**config.mk**
```make
export PLATFORM = sky130hd
export DESIGN_NAME = ctl_cycle_seq
export DESIGN_NICKNAME = d
export VERILOG_FILES = /design/src/rtl/ctl_cycle_seq.sv
export SDC_FILE = /design/constraint.sdc
export NUM_CORES = 1
export LEC_CHECK = 0
export BUFFER_PORTS_ARGS = -buffer_cell sky130_fd_sc_hd__buf_4
export CORE_UTILIZATION = 55
export CTS_CLUSTER_SIZE = 14
export DETAILED_ROUTE_END_ITERATION = 8
export PLACE_DENSITY = 0.79
export SYNTH_ARGS = -nofsm -noshare
export SYNTH_HDL_FRONTEND = slang
export SYNTH_SLANG_ARGS = --single-unit
```
**constraint.sdc**
```tcl
create_clock -name clk -period 67.3 [get_ports clk]
set_clock_uncertainty 0.15 [all_clocks]
set_input_delay 10.095 -clock clk [delete_from_list [all_inputs] [get_ports clk]]
set_output_delay 10.095 -clock clk [all_outputs]
set_load 0.01 [all_outputs]
```
**src/rtl/ctl_cycle_seq.sv**
```systemverilog
module ctl_cycle_seq #(
  parameter int NTMR    = 4,
  parameter int TW      = 16,
  parameter int RW      = 4,
  parameter int PW      = 8,
  parameter int LW      = 16,
  parameter int STARTUP = 8
) (
  input  logic              clk,
  input  logic              rst_n,
  input  logic [NTMR*TW-1:0] tmr_prescale,
  input  logic [NTMR*TW-1:0] tmr_period,
  input  logic [RW-1:0]     os_ratio,
  input  logic [LW-1:0]     acq_latency,
  input  logic [PW-1:0]     cpu_post,
  input  logic [LW-1:0]     read_len,
  input  logic              write_done,
  output logic              sync_pulse,
  output logic [NTMR-1:0]   tick_en,
  output logic [NTMR*TW-1:0] tmr_count,
  output logic              sample_pulse,
  output logic              adc_done_pulse,
  output logic              reading,
  output logic              data_valid_pulse
);
  localparam int BW = $clog2(STARTUP + 1);
  localparam int XW = TW + RW + 1;

  typedef enum logic [1:0] {PH_IDLE, PH_READ, PH_WAIT} phase_t;

  logic          run;
  logic [BW-1:0] boot_cnt;

  always_ff @(posedge clk) begin
    if (!rst_n) begin
      run        <= 1'b0;
      boot_cnt   <= '0;
      sync_pulse <= 1'b0;
    end else begin
      sync_pulse <= 1'b0;
      if (!run) begin
        boot_cnt <= boot_cnt + BW'(1);
        if (boot_cnt == BW'(STARTUP - 1)) begin
          sync_pulse <= 1'b1;
          run        <= 1'b1;
        end
      end
    end
  end

  assert_sync_once_R1: assert property (@(posedge clk) disable iff (!rst_n)
    sync_pulse |=> !sync_pulse);

  for (genvar i = 0; i < NTMR; i++) begin : g_tmr
    logic [TW-1:0] pc, cnt, pre, per;
    assign pre = tmr_prescale[i*TW +: TW];
    assign per = tmr_period[i*TW +: TW];
    assign tick_en[i] = run && (pc == '0);
    assign tmr_count[i*TW +: TW] = cnt;

    always_ff @(posedge clk) begin
      if (!rst_n) begin
        pc  <= '0;
        cnt <= '0;
      end else if (run) begin
        pc <= (pc + 1'b1 >= pre) ? '0 : pc + 1'b1;
        if (tick_en[i]) cnt <= (cnt >= per) ? '0 : cnt + 1'b1;
      end
    end

    assert_wrap_R3: assert property (@(posedge clk) disable iff (!rst_n)
      (tick_en[i] && cnt >= per) |=> cnt == '0);
  end

  logic [RW-1:0] slot, ratio;
  logic [TW-1:0] cnt0, per0;
  logic [XW-1:0] target;
  logic          wrap0;

  assign ratio  = (os_ratio == '0) ? RW'(1) : os_ratio;
  assign cnt0   = tmr_count[TW-1:0];
  assign per0   = tmr_period[TW-1:0];
  assign target = (XW'(slot) * (XW'(per0) + XW'(1))) / XW'(ratio);
  assign wrap0  = tick_en[0] && (cnt0 >= per0);
  assign sample_pulse = tick_en[0] && (target == XW'(cnt0));

  always_ff @(posedge clk) begin
    if (!rst_n) slot <= '0;
    else if (wrap0) slot <= '0;
    else if (sample_pulse && slot < ratio - 1'b1) slot <= slot + 1'b1;
  end

  logic [LW-1:0] acq_cnt, lat;
  assign lat = (acq_latency == '0) ? LW'(1) : acq_latency;
  assign adc_done_pulse = (acq_cnt == LW'(1));

  always_ff @(posedge clk) begin
    if (!rst_n) acq_cnt <= '0;
    else if (sample_pulse) acq_cnt <= lat;
    else if (acq_cnt != '0) acq_cnt <= acq_cnt - 1'b1;
  end

  logic [PW-1:0] post_cnt, post_n;
  logic          picked;
  assign post_n = (cpu_post == '0) ? PW'(1) : cpu_post;

  always_ff @(posedge clk) begin
    if (!rst_n) begin
      post_cnt <= '0;
      picked   <= 1'b0;
    end else if (sample_pulse) begin
      picked   <= (post_cnt == '0);
      post_cnt <= (post_cnt + 1'b1 >= post_n) ? '0 : post_cnt + 1'b1;
    end
  end

  phase_t        phase;
  logic [LW-1:0] rd_cnt;
  assign reading = (phase == PH_READ);

  always_ff @(posedge clk) begin
    if (!rst_n) begin
      phase            <= PH_IDLE;
      rd_cnt           <= '0;
      data_valid_pulse <= 1'b0;
    end else begin
      data_valid_pulse <= 1'b0;
      case (phase)
        PH_IDLE: if (adc_done_pulse && picked) begin
          phase  <= PH_READ;
          rd_cnt <= (read_len == '0) ? LW'(1) : read_len;
        end
        PH_READ: begin
          rd_cnt <= rd_cnt - 1'b1;
          if (rd_cnt == LW'(1)) phase <= PH_WAIT;
        end
        PH_WAIT: if (write_done) begin
          phase            <= PH_IDLE;
          data_valid_pulse <= 1'b1;
        end
        default: phase <= PH_IDLE;
      endcase
    end
  end

  assert_read_after_done_R9: assert property (@(posedge clk) disable iff (!rst_n)
    $rose(reading) |-> $past(adc_done_pulse));

  assert_valid_after_ack_R10: assert property (@(posedge clk) disable iff (!rst_n)
    data_valid_pulse |-> $past(write_done));

  assert_valid_single_R10: assert property (@(posedge clk) disable iff (!rst_n)
    data_valid_pulse |=> !data_valid_pulse);
endmodule

```
==> results by stage, run 1 <==
Floorplanning:
- The floorplan step set the die width to about 210 um.
- The overall die area is 0.0424 mm2.
- 248 I/O pins were placed.
- In this run the vertical extent of the chip is 206 um.
- The row count is 74.
- For this configuration, the core starts out at a cell density of 0.559.
- The floorplan step defined a core boundary enclosing roughly 0.041 mm2.

Routing:
- The final wirelength is 63,900 um.
- After detailed routing, the wire length on met1 is 28,600 um.
- The DRC violations left is 0.
- The routed layout has 23,000 vias.
- The highest metal layer carrying signal wires in the routed design is met4.
- The detailed router finished its first iteration with 1,841 violations.
- The length of the first detailed-routing pass in iterations is 6.
- The detail-routed net length per standard cell is 16.7 um.
- The met2 layer wire length in the routed design is 30,300 um.
- The vias per cell is approximately 6.
- Once detail routing completed, the nets flagged for antenna violations numbered 0.
- The detailed-routed wire length on met3 is 3610 um.

Outcome:
- The run finished with clean final reports.

Clocking:
- Clock-pin slew was measured on the worst setup and hold paths at 70 ps.
- After clock tree synthesis, the flow added hold-fix buffers numbering 0.
- The clock drives 182 sinks.
- No sink is reached through more buffers than the 2 on the longest clock path.
- The clock network latency to the later pin of the worst-skew pair is roughly 450 ps.
- The CTS buffer count is 17.
- The library cell used as clock root buffer is sky130_fd_sc_hd__clkbuf_16.
- The clock tree from TritonCTS is built.
- The level count of the clock H-tree is 4.

Synthesis:
- The number of nets handed over by synthesis was 3,514.
- For this run, the register share of the synthesized area comes to 0.159.
- After technology mapping, the gate count stands at 3,044.
- For this run, asynchronously set or reset flops after synthesis account for 0.
- Counting flops with a built-in enable in the synthesized netlist gives 0.
- Yosys printed 0 warnings.
- The mean area per synthesized cell is 7.51 um2.
- In the post-synthesis netlist, the biggest area contributors are sky130_fd_sc_hd__dfxtp_1 16%, sky130_fd_sc_hd__ha_1 15%, sky130_fd_sc_hd__nand2_1 4.9%.
- The synthesized design spends more area on one cell type than any other, namely sky130_fd_sc_hd__dfxtp_1.
- The share of synthesized area in the top cell type comes to 0.159.
- The most used flip-flop cell after synthesis is sky130_fd_sc_hd__dfxtp_1.
- The number of synthesized register bits is 182.
- The distinct cell type count of the synthesized netlist is between 100 and 150.
- The netlist area before placement is approximately 0.023 mm2.

Place:
- The worst slack at placement is -1230 ps.
- The routability congestion estimate from global placement is roughly 0.97.
- Summed over all nets, the half-perimeter wirelength after detailed placement is 50,700 um.
- The total of buffers placed on input and output ports is 247.

Global route:
- Entering global routing, the biggest net connects 65 pins.
- The number of antenna violations at the first check in global routing came to 0.
- The global-route wire length before repair is 105,000 um.
- The number of global-route vias before repair is ~22,000.
- The total grt overflow is 0.
- The overall fraction of global-route tracks in use is 0.297.

Cells and area:
- The synthesis-to-layout area growth is 14.8%.
- The proportion of layout cells with a drive suffix above 1 is 0.143.
- The antenna cell count is 0.
- The library cell used most frequently in the layout, excluding fill and tap cells, is sky130_fd_sc_hd__nand2_1.
- The number of nets in the layout is roughly 3,700.
- In the layout the commonest cells are 291 x sky130_fd_sc_hd__nand2_1, 269 x sky130_fd_sc_hd__buf_4, 268 x sky130_fd_sc_hd__nor2_1, 265 x sky130_fd_sc_hd__ha_1, 218 x sky130_fd_sc_hd__inv_1.
- Counting the fill cells in the layout gives 3,522.

Critical path:
- The highest fanout seen on the critical path is 11.
- The worst path required time is 57,060 ps.
- STA puts the critical path data arrival time at 54,000 ps.
- By instance count, the cell type seen most on the critical path is sky130_fd_sc_hd__o21a_1.
- The slowest stage of the critical path is the sky130_fd_sc_hd__or4_4 cell.
- The worst setup path is of the in -> out kind.
- The largest stage delay on the critical path is 620 ps.
- STA classifies the critical path endpoint as an output port.
- The worst setup path is launched from an input port.

Timing:
- Across all setup checks in the final design, the least slack found is 3050 ps.
- The final count of pins violating max slew came to 0.
- For the pin with the worst max-slew slack, the measured transition is roughly 1200 ps.
- The worst hold-check slack is 321 ps.
- The achievable clock frequency is 0.0156 GHz.
- In the finished design, the share of the clock period the worst path needs comes to 0.955.
- The number of hold-slack violations in the final timing report is 0.
- After layout, the minimum clock period comes to 64,250 ps.
- The setup-violating endpoint count in the final report is 0.
- Headroom to the max-slew limit came out at 0.203.

Hold path:
- The worst hold-check path type is reg -> reg.

Run:
- The total of max-cap violations is 0.
through the flow:
step	util	TNS (ps)	std cells	cell area (um2)
after floorplan	-	0	3044	22900
after global placement	0.616	0	3773	25200
after detailed placement	0.616	-1230	3773	25200
after CTS	0.632	0	3806	25900
after global routing	0.641	-223	3819	26200
final	0.641	0	3819	26200
worst paths after layout:
path / to / cells after the start / slack, ps / start
worst min-delay path: rd_cnt[11] / 2 / 320 / rd_cnt[11]
worst max-delay path: sample_pulse / 216 / 3050 / tmr_period[5]
worst max register to register: post_cnt[7] / 205 / 22480 / slot[2]
worst min register to register: rd_cnt[11] / 2 / 320 / rd_cnt[11]
repair_timing:
item                       in CTS  in global routing
resized for setup              10                 62
gates cloned                    0                  0
setup buffers                   1                 13
pin swaps                       1                 12
setup endpoints to repair       1                  1
logic make-up (layout without fill, tap and decap cells):
kind of cell / Yosys count / count (layout) / synth area share
and+or+nand+nor: 1316 / 1316 / 0.299
AOI/OAI and AO/OA: 667 / 667 / 0.200
buffers and inverters: 280 / 523 / 0.0478
adders and majority gates: 295 / 295 / 0.171
xor gates and xnor gates: 227 / 227 / 0.0870
muxes: 77 / 77 / 0.0355
DFF: 182 / 182 / 0.159
flip-flops by register name, summed over array words and instances (netlist names), 2 cells and up:
signal     flops
acq_cnt       16
cnt0          16
g_tmr.pc      64
phase          2
post_cnt       8
slot           4
g_tmr.cnt     48
rd_cnt        16
boot_cnt       4
critical path: cells and delay by family:
family | cells | cell delay, ps
fa+ha+maj | 24 | 7620
mux | 7 | 1960
buf+inv | 8 | 770
simple gates | 84 | 16760
xor+xnor | 2 | 380
compound gates | 91 | 16390
cell usage after synthesis (29+ instances only):
cell / n
sky130_fd_sc_hd__xnor2_1: 111
sky130_fd_sc_hd__nand3_1: 120
sky130_fd_sc_hd__a21oi_1: 159
sky130_fd_sc_hd__fa_1: 30
sky130_fd_sc_hd__or2_2: 29
sky130_fd_sc_hd__nand2b_1: 124
sky130_fd_sc_hd__inv_1: 218
sky130_fd_sc_hd__nor4_1: 48
sky130_fd_sc_hd__nor3_1: 82
sky130_fd_sc_hd__xor2_1: 116
sky130_fd_sc_hd__dfxtp_1: 182
sky130_fd_sc_hd__clkbuf_1: 47
sky130_fd_sc_hd__nor2b_1: 107
sky130_fd_sc_hd__o21ai_0: 160
sky130_fd_sc_hd__o21a_1: 49
sky130_fd_sc_hd__nand2_1: 297
sky130_fd_sc_hd__ha_1: 265
sky130_fd_sc_hd__mux2i_1: 53
sky130_fd_sc_hd__a21o_1: 42
sky130_fd_sc_hd__nor2_1: 273
sky130_fd_sc_hd__and3_1: 67
layer usage:
layer | vias up | track usage
met1 | 10800 | 0.393
met2 | 742 | 0.513
li1 | 11300 | -
met3 | 107 | 0.0334
met5 | - | 0
met4 | 0 | 0.0704
final cells by class:
cell class	instances	area, um2	share of cell area
clock inverters	15	208	0.00792
multi-input cells	2582	18400	0.703
flip-flops and latches	182	3640	0.139
inverters	222	833	0.0318
well taps	532	666	0.0254
clock buffers	17	425	0.0162
repair buffers	269	2020	0.0770
Power of run 1 is left out: the tool's default activity adds up to more than one toggle a clock period on the data nets, which glitch-free logic cannot reach.
==> run 2, diff against run 1 <==
Settings changed: CORE_MARGIN from default to 5.
Clock period 67.3 ns to 67.7 ns, I/O delays scaled along.
==> run 2 against run 1 <==
  * Flip-flop and latch count did not move
  * Clock-buffer cell count did not move
  * Worst setup slack got worse by 170 ps
  * Routed wire length rose by 0.48%
  * First-iteration DRC count fell by 11%
  * Final cell count barely moved
  * Die area rose by 7.9%
  * Core utilization fell by 0.33 points
==> results by stage, run 2 (synthesis gave the netlist of run 1 again) <==
Timing:
- The setup-violating endpoint count in the final report is 0 (unchanged).
- Dividing the final minimum period by the clock period gives 0.957.
- The slew at the pin closest to its max-slew limit came to 1180 ps (+8.81 ps).
- The number of hold-slack violations in the final timing report was 0 (unchanged).
- The achievable clock frequency is 0.0154 GHz.
- Counting I/O delays and the setup requirement, the final critical path takes roughly 65,000 ps.
- The worst relative slew slack came to 0.197 (-0.00600).
- The final count of pins violating max slew came to 0 (unchanged).

Clocking:
- The level count of the clock H-tree came to 4 (unchanged).
- The maximum buffer depth of the clock tree is 2 (unchanged).
- The cell sitting at the root of the clock tree is a sky130_fd_sc_hd__clkbuf_16.
- The clock network latency to the later pin of the worst-skew pair is 460 ps (about the same).
- The CTS buffer count is 17 (unchanged).
- The clock sink count was 182 (unchanged).
- The clock slew at the register clock pins of the worst setup and hold paths is 80 ps (about the same).
- TritonCTS built the clock tree.

Cells and area:
- The top register by number of flip-flops is g_tmr.pc.
- The number of nets in the layout is 3,743 (-0.027%).
- Compared with the post-synthesis result, the final layout area differs by 14.4%.
- The design area was 0.0262 mm2 (-0.29%).
- The post-layout utilization of the core is 0.638 (-0.00331).
- The largest registers in the layout are g_tmr.pc x64, g_tmr.cnt x48.
- The number of flip-flops in the largest register is 64 (unchanged).
- The proportion of layout cells with a drive suffix above 1 is 0.138 (-0.00543).
- The antenna cell count is 0 (unchanged).
- In the layout the commonest cells are 294 x sky130_fd_sc_hd__nand2_1, 269 x sky130_fd_sc_hd__nor2_1, 268 x sky130_fd_sc_hd__buf_4, 265 x sky130_fd_sc_hd__ha_1, 218 x sky130_fd_sc_hd__inv_1.
- Leaving out fill and tap cells, the most frequent cell in the layout is sky130_fd_sc_hd__nand2_1.

Floorplanning:
- The initial standard-cell utilization of the core is 0.557 (-0.00126).
- The area inside the core boundary is 0.0410 mm2 (+0.23%).
- The count of pins on the block boundary is 248 (unchanged).
- The row count came to 74 (unchanged).
- The height of the chip came to 214 um (+3.9%).
- The overall die area is 0.0457 mm2 (+7.9%).
- The die width is 214 um (+3.9%).

Routing:
- The length of the first detailed-routing pass in iterations was 7 (+1).
- The number of nets with antenna violations after routing is 0 (unchanged).
- The vias per cell came to 6.00 (-0.26%).
- The final wirelength is 64,200 um (+0.48%).
- The total vias in the final route is 22,900 (-0.29%).
- The violation count after the first detailed-routing iteration was 1,635 (-11%).
- The DRC violations left was 0 (unchanged).
- The detail-routed net length per standard cell is 16.8 um (+0.50%).

Critical path:
- The origin of the critical flop-to-flop path is slot[2].
- The cell with the most instances on the worst path is sky130_fd_sc_hd__o21a_1.
- The endpoint arrival time on the critical path is 54,510 ps (+510 ps).
- The highest fanout seen on the critical path is 11 (unchanged).
- The largest stage delay on the critical path is 620 ps (about the same).
- The cell at the slowest stage of the critical path is sky130_fd_sc_hd__or4_4.
- The worst path required time is 57,400 ps (+340 ps).
- Tracing the worst setup path back leads to its startpoint at tmr_period[5].
- The cell class contributing the biggest share of worst-path delay is simple AND/OR/NAND/NOR gates.
- The critical path class is in -> out.
- STA classifies the critical path endpoint as an output port.
- The combined buffer and inverter count along the critical path was 11 (+3).
- The element type at the critical path start is an input port.

Hold path:
- The launch instance of the worst min-delay path is boot_cnt[3].
- The worst hold-check path type is reg -> reg.

Global route:
- The number of antenna violations at the first check in global routing was 0 (unchanged).
- The global-route wire length before repair was 103,000 um (-2.0%).
- The total grt overflow is 0 (unchanged).
- The overall fraction of global-route tracks in use is 0.266 (-0.0305).
- The largest net degree at the start of global routing is 59 (-9.2%).
- The number of global-route vias before repair was 21,600 (-2.0%).

Run:
- The total of max-cap violations is 0 (unchanged).

Place:
- The placed wire-length estimate is 51,400 um (+1.3%).
- The routability congestion estimate from global placement came to 0.943 (-2.7%).
- The post-place instance area is 0.0252 mm2 (about the same).
- The total of buffers placed on input and output ports is 247 (unchanged).

Outcome:
- The flow ran to the end, and the final reports show no timing, DRC or antenna violations.
run 2: cell count changes in the layout (fill, tap and decap cells not counted), moves of 3 or more:
cell                      previous run  this run
sky130_fd_sc_hd__a21oi_1           139       145
sky130_fd_sc_hd__a21oi_2            16        12
sky130_fd_sc_hd__inv_6               5         1
sky130_fd_sc_hd__nand2_1           291       294
sky130_fd_sc_hd__nand2_2             6         3
run 2: timing repair:
action,4_1_cts,5_1_grt
endpoints found under the setup margin,1,1
setup buffers,1,15
hold buffers,0,0
pin swaps,2,6
gates resized for setup,6,49
gates cloned,0,0
run 2: layout make-up:
cell class / count / area [um2]
flip-flops and latches: 182 / 3640
clock buffers: 17 / 425
well taps: 532 / 666
multi-input cells: 2582 / 18400
inverters: 222 / 833
repair buffers: 268 / 2010
fillers: 3564 / 14900
clock inverters: 15 / 210
run 2: stage by stage:
| step | setup slack (ps) | hold WS (ps) | setup TNS [ps] | cells |
|---|---|---|---|---|
| 2_1_floorplan | 5400 | 283 | 0 | 3044 |
| 3_3_place_gp | 1350 | 296 | 0 | 3770 |
| 3_5_place_dp | -992 | 316 | -992 | 3770 |
| 4_1_cts | 51.2 | 328 | 0 | 3803 |
| 5_1_grt | -147 | 349 | -147 | 3818 |
| 6_report | 2880 | 321 | 0 | 3818 |
run 2: worst reg2reg max path, delay by kind of cell (launching register included):
kind / cells / cell delay [ps]
compound gates: 84 / 16430
simple gates: 76 / 15570
fa+ha+maj: 24 / 7740
mux: 11 / 3710
flops: 1 / 780
buf+inv: 6 / 630
run 2: final timing paths:
kind	endpoint	slack, ps	cells after the start
min reg2reg	sync_pulse	320	1
max reg2reg	acq_cnt[0]	22590	201
min	sync_pulse	320	1
max	sample_pulse	2880	212
run 2: layer usage:
metal | wire length [um] | GRT usage | part of all wire
met2 | 30500 | 0.452 | 0.47
met4 | 1800 | 0.0888 | 0.028
met1 | 28400 | 0.348 | 0.44
met5 | 0 | 0 | 0
met3 | 3520 | 0.0407 | 0.055
Power of run 2 is left out for the same reason.
==> run 3, diff against run 2 <==
Settings changed: MAX_ROUTING_LAYER from default to met4, PLACE_DENSITY 0.79 to default, PLACE_DENSITY_LB_ADDON from default to 0.3.
==> run 3 against run 2 <==
  * Flip-flop and latch count unchanged
  * Via count up 0.25%
  * Global-route usage up 2.1 points
  * Routed wire length up 3.2%
  * Fmax about the same
  * Final cell count up 0.26%
  * Largest cell class unchanged
==> results by stage, run 3 (synthesis gave the netlist of run 1 again) <==
Floorplanning:
- The area inside the core boundary is 0.0410 mm2 (unchanged).
- The count of pins on the block boundary came to 248 (unchanged).
- The initial standard-cell utilization of the core is 0.557 (unchanged).
- The overall die area is 0.0457 mm2 (unchanged).
- The height of the chip is 214 um (unchanged).
- The die width was 214 um (unchanged).
- The row count is 74 (unchanged).

Critical path:
- The reg-to-reg setup timing slack is 22,730 ps (+140 ps).
- The origin of the critical flop-to-flop path is slot[3].
- The cell at the slowest stage of the critical path is sky130_fd_sc_hd__or4_4.
- The largest stage delay on the critical path came to 610 ps (about the same).
- The critical path class is in -> out.
- The worst reg-to-reg path cell count is 199 (-1.0%).
- STA classifies the critical path startpoint as an input port.
- The endpoint of the most critical register-to-register path is post_cnt[3].
- The endpoint arrival time on the critical path was 54,470 ps (-40 ps).
- The worst path required time is 57,400 ps (about the same).
- The highest fanout seen on the critical path came to 11 (unchanged).
- The endpoint kind of the worst setup timing path is an output port.
- The combined buffer and inverter count along the critical path came to 9 (-2).
- On the critical path the largest part of the delay comes from simple AND/OR/NAND/NOR gates.
- The cell with the most instances on the worst path is sky130_fd_sc_hd__o21a_1.

Clocking:
- The clock sink count is 182 (unchanged).
- The clock slew at the register clock pins of the worst setup and hold paths came to 70 ps (about the same).
- The root buffer cell chosen for the clock tree is sky130_fd_sc_hd__clkbuf_16.
- The maximum buffer depth of the clock tree was 2 (unchanged).
- The clock tree from TritonCTS is built.
- The level count of the clock H-tree is 4 (unchanged).
- The clock network latency to the later pin of the worst-skew pair is 450 ps (about the same).
- The CTS buffer count is 17 (unchanged).

Timing:
- The final count of pins violating max slew was 0 (unchanged).
- The number of hold-slack violations in the final timing report is 0 (unchanged).
- The worst relative slew slack was 0.196 (-0.000942).
- The slew at the pin closest to its max-slew limit came to 1180 ps (+1.38 ps).
- The achievable clock frequency is 0.0154 GHz (about the same).
- The setup-violating endpoint count in the final report is 0 (unchanged).
- The minimum period implied by the final worst setup slack came to 64,770 ps (-41.4 ps).
- The slack of the critical path was 2930 ps (+41.4 ps).
- The post-route fraction of the period consumed by the critical path is 0.957 (about the same).

Global route:
- The overall fraction of global-route tracks in use is 0.288 (+0.0211).
- The number of antenna violations at the first check in global routing is 1 (+1).
- The largest net degree at the start of global routing is 65 (+10%).
- The number of global-route vias before repair is 22,300 (+3.2%).
- The global-route wire length before repair is 108,000 um (+4.7%).
- The total grt overflow is 0 (unchanged).

Cells and area:
- Compared with the post-synthesis result, the final layout area differs by 14.6%.
- The number of nets in the layout came to 3,753 (+0.27%).
- The library cells used most frequently in the layout, excluding fill and tap cells, are 292 x sky130_fd_sc_hd__nand2_1, 278 x sky130_fd_sc_hd__buf_4, 269 x sky130_fd_sc_hd__nor2_1, 265 x sky130_fd_sc_hd__ha_1, 218 x sky130_fd_sc_hd__inv_1.
- The top register by number of flip-flops is g_tmr.pc.
- The proportion of layout cells with a drive suffix above 1 was 0.143 (+0.00509).
- The most common cell after layout, fill and taps aside is sky130_fd_sc_hd__nand2_1.
- The number of flip-flops in the largest register is 64 (unchanged).
- The largest registers in the layout are g_tmr.pc x64, g_tmr.cnt x48.

Place:
- The placed wire-length estimate is 52,900 um (+3.0%).
- The routability congestion estimate from global placement is 0.989 (+4.8%).
- The worst slack at placement is -1090 ps (-95.8 ps).
- The total of buffers placed on input and output ports is 247 (unchanged).

Hold path:
- The number of stages on the worst hold path is 2 (+1).
- The path with the worst hold slack has its endpoint at picked.
- The path class of the tightest hold or removal check is reg -> reg.
- The worst hold path begins at picked.

Routing:
- The violation count after the first detailed-routing iteration was 1,672 (+2.3%).
- The vias per cell is 6.00 (about the same).
- The length of the first detailed-routing pass in iterations is 7 (unchanged).
- The total vias in the final route is 22,900 (+0.25%).
- The detail-routed net length per standard cell is 17.3 um (+3.0%).
- The DRC violations left is 0 (unchanged).
- The number of nets with antenna violations after routing is 0 (unchanged).
- The final wirelength is 66,300 um (+3.2%).

Run:
- The total of max-cap violations is 0 (unchanged).

Outcome:
- The run finished with clean final reports.
[run 3: cell count changes in the layout (fill, tap and decap cells not counted), moves of 3 or more]
cell                       delta
sky130_fd_sc_hd__inv_6        +3
sky130_fd_sc_hd__clkbuf_8     +4
sky130_fd_sc_hd__a21oi_1      -3
sky130_fd_sc_hd__buf_4       +10
sky130_fd_sc_hd__inv_8        -3
sky130_fd_sc_hd__clkinv_8     -4
[run 3: timing repair]
action / CTS / global route
pin swaps: 2 / 12
endpoints found under the setup margin: 1 / 1
resized for setup: 7 / 57
hold buffers: 0 / 0
buffers inserted: 3 / 23
[run 3: worst max-delay path by stage]
stage / start / endpoint / slack (ps) / cells after the start
floorplan: tmr_period[6] / sample_pulse / 5400 / 209
global placement: tmr_period[5] / sample_pulse / 1160 / 208
detailed placement: tmr_period[5] / sample_pulse / -1090 / 208
CTS: tmr_period[5] / sample_pulse / 90 / 210
global route: tmr_period[5] / sample_pulse / -130 / 219
finish: tmr_period[5] / sample_pulse / 2930 / 210
[run 3: metrics by stage]
stage                     instances  hold WS, ps  setup TNS [ps]  cell area, um2  utilization
after floorplan                3044          283               0           22900            -
after global placement         3770          298               0           25200        0.614
after detailed placement       3770          308           -1090           25200        0.614
after CTS                      3804          319               0           25800        0.629
after global routing           3828          334            -128           26200        0.639
final                          3828          318               0           26200        0.639
[run 3: area by class of cell]
class,instances,area [um2]
clock inverters,9,85.1
fillers,3569,14800
inverters,222,833
flip-flops and latches,182,3640
diodes,1,2.50
clock buffers,22,484
repair buffers,278,2090
multi-input cells,2582,18400
well taps,532,666
[run 3: metal layers]
metal	vias up	GRT usage	share of wire
li1	11300	-	-
met1	10900	0.363	0.45
met2	637	0.479	0.48
met3	99	0.0436	0.052
met4	0	0.0840	0.024
met5	-	-	0
[run 3: tightest hold or removal path, cell delays in order, from the launching register on]
cell and delay [ps]:
sky130_fd_sc_hd__dfxtp_1 310, sky130_fd_sc_hd__nand2_1 50, sky130_fd_sc_hd__mux2i_1 60
Power of run 3 is left out for the same reason.
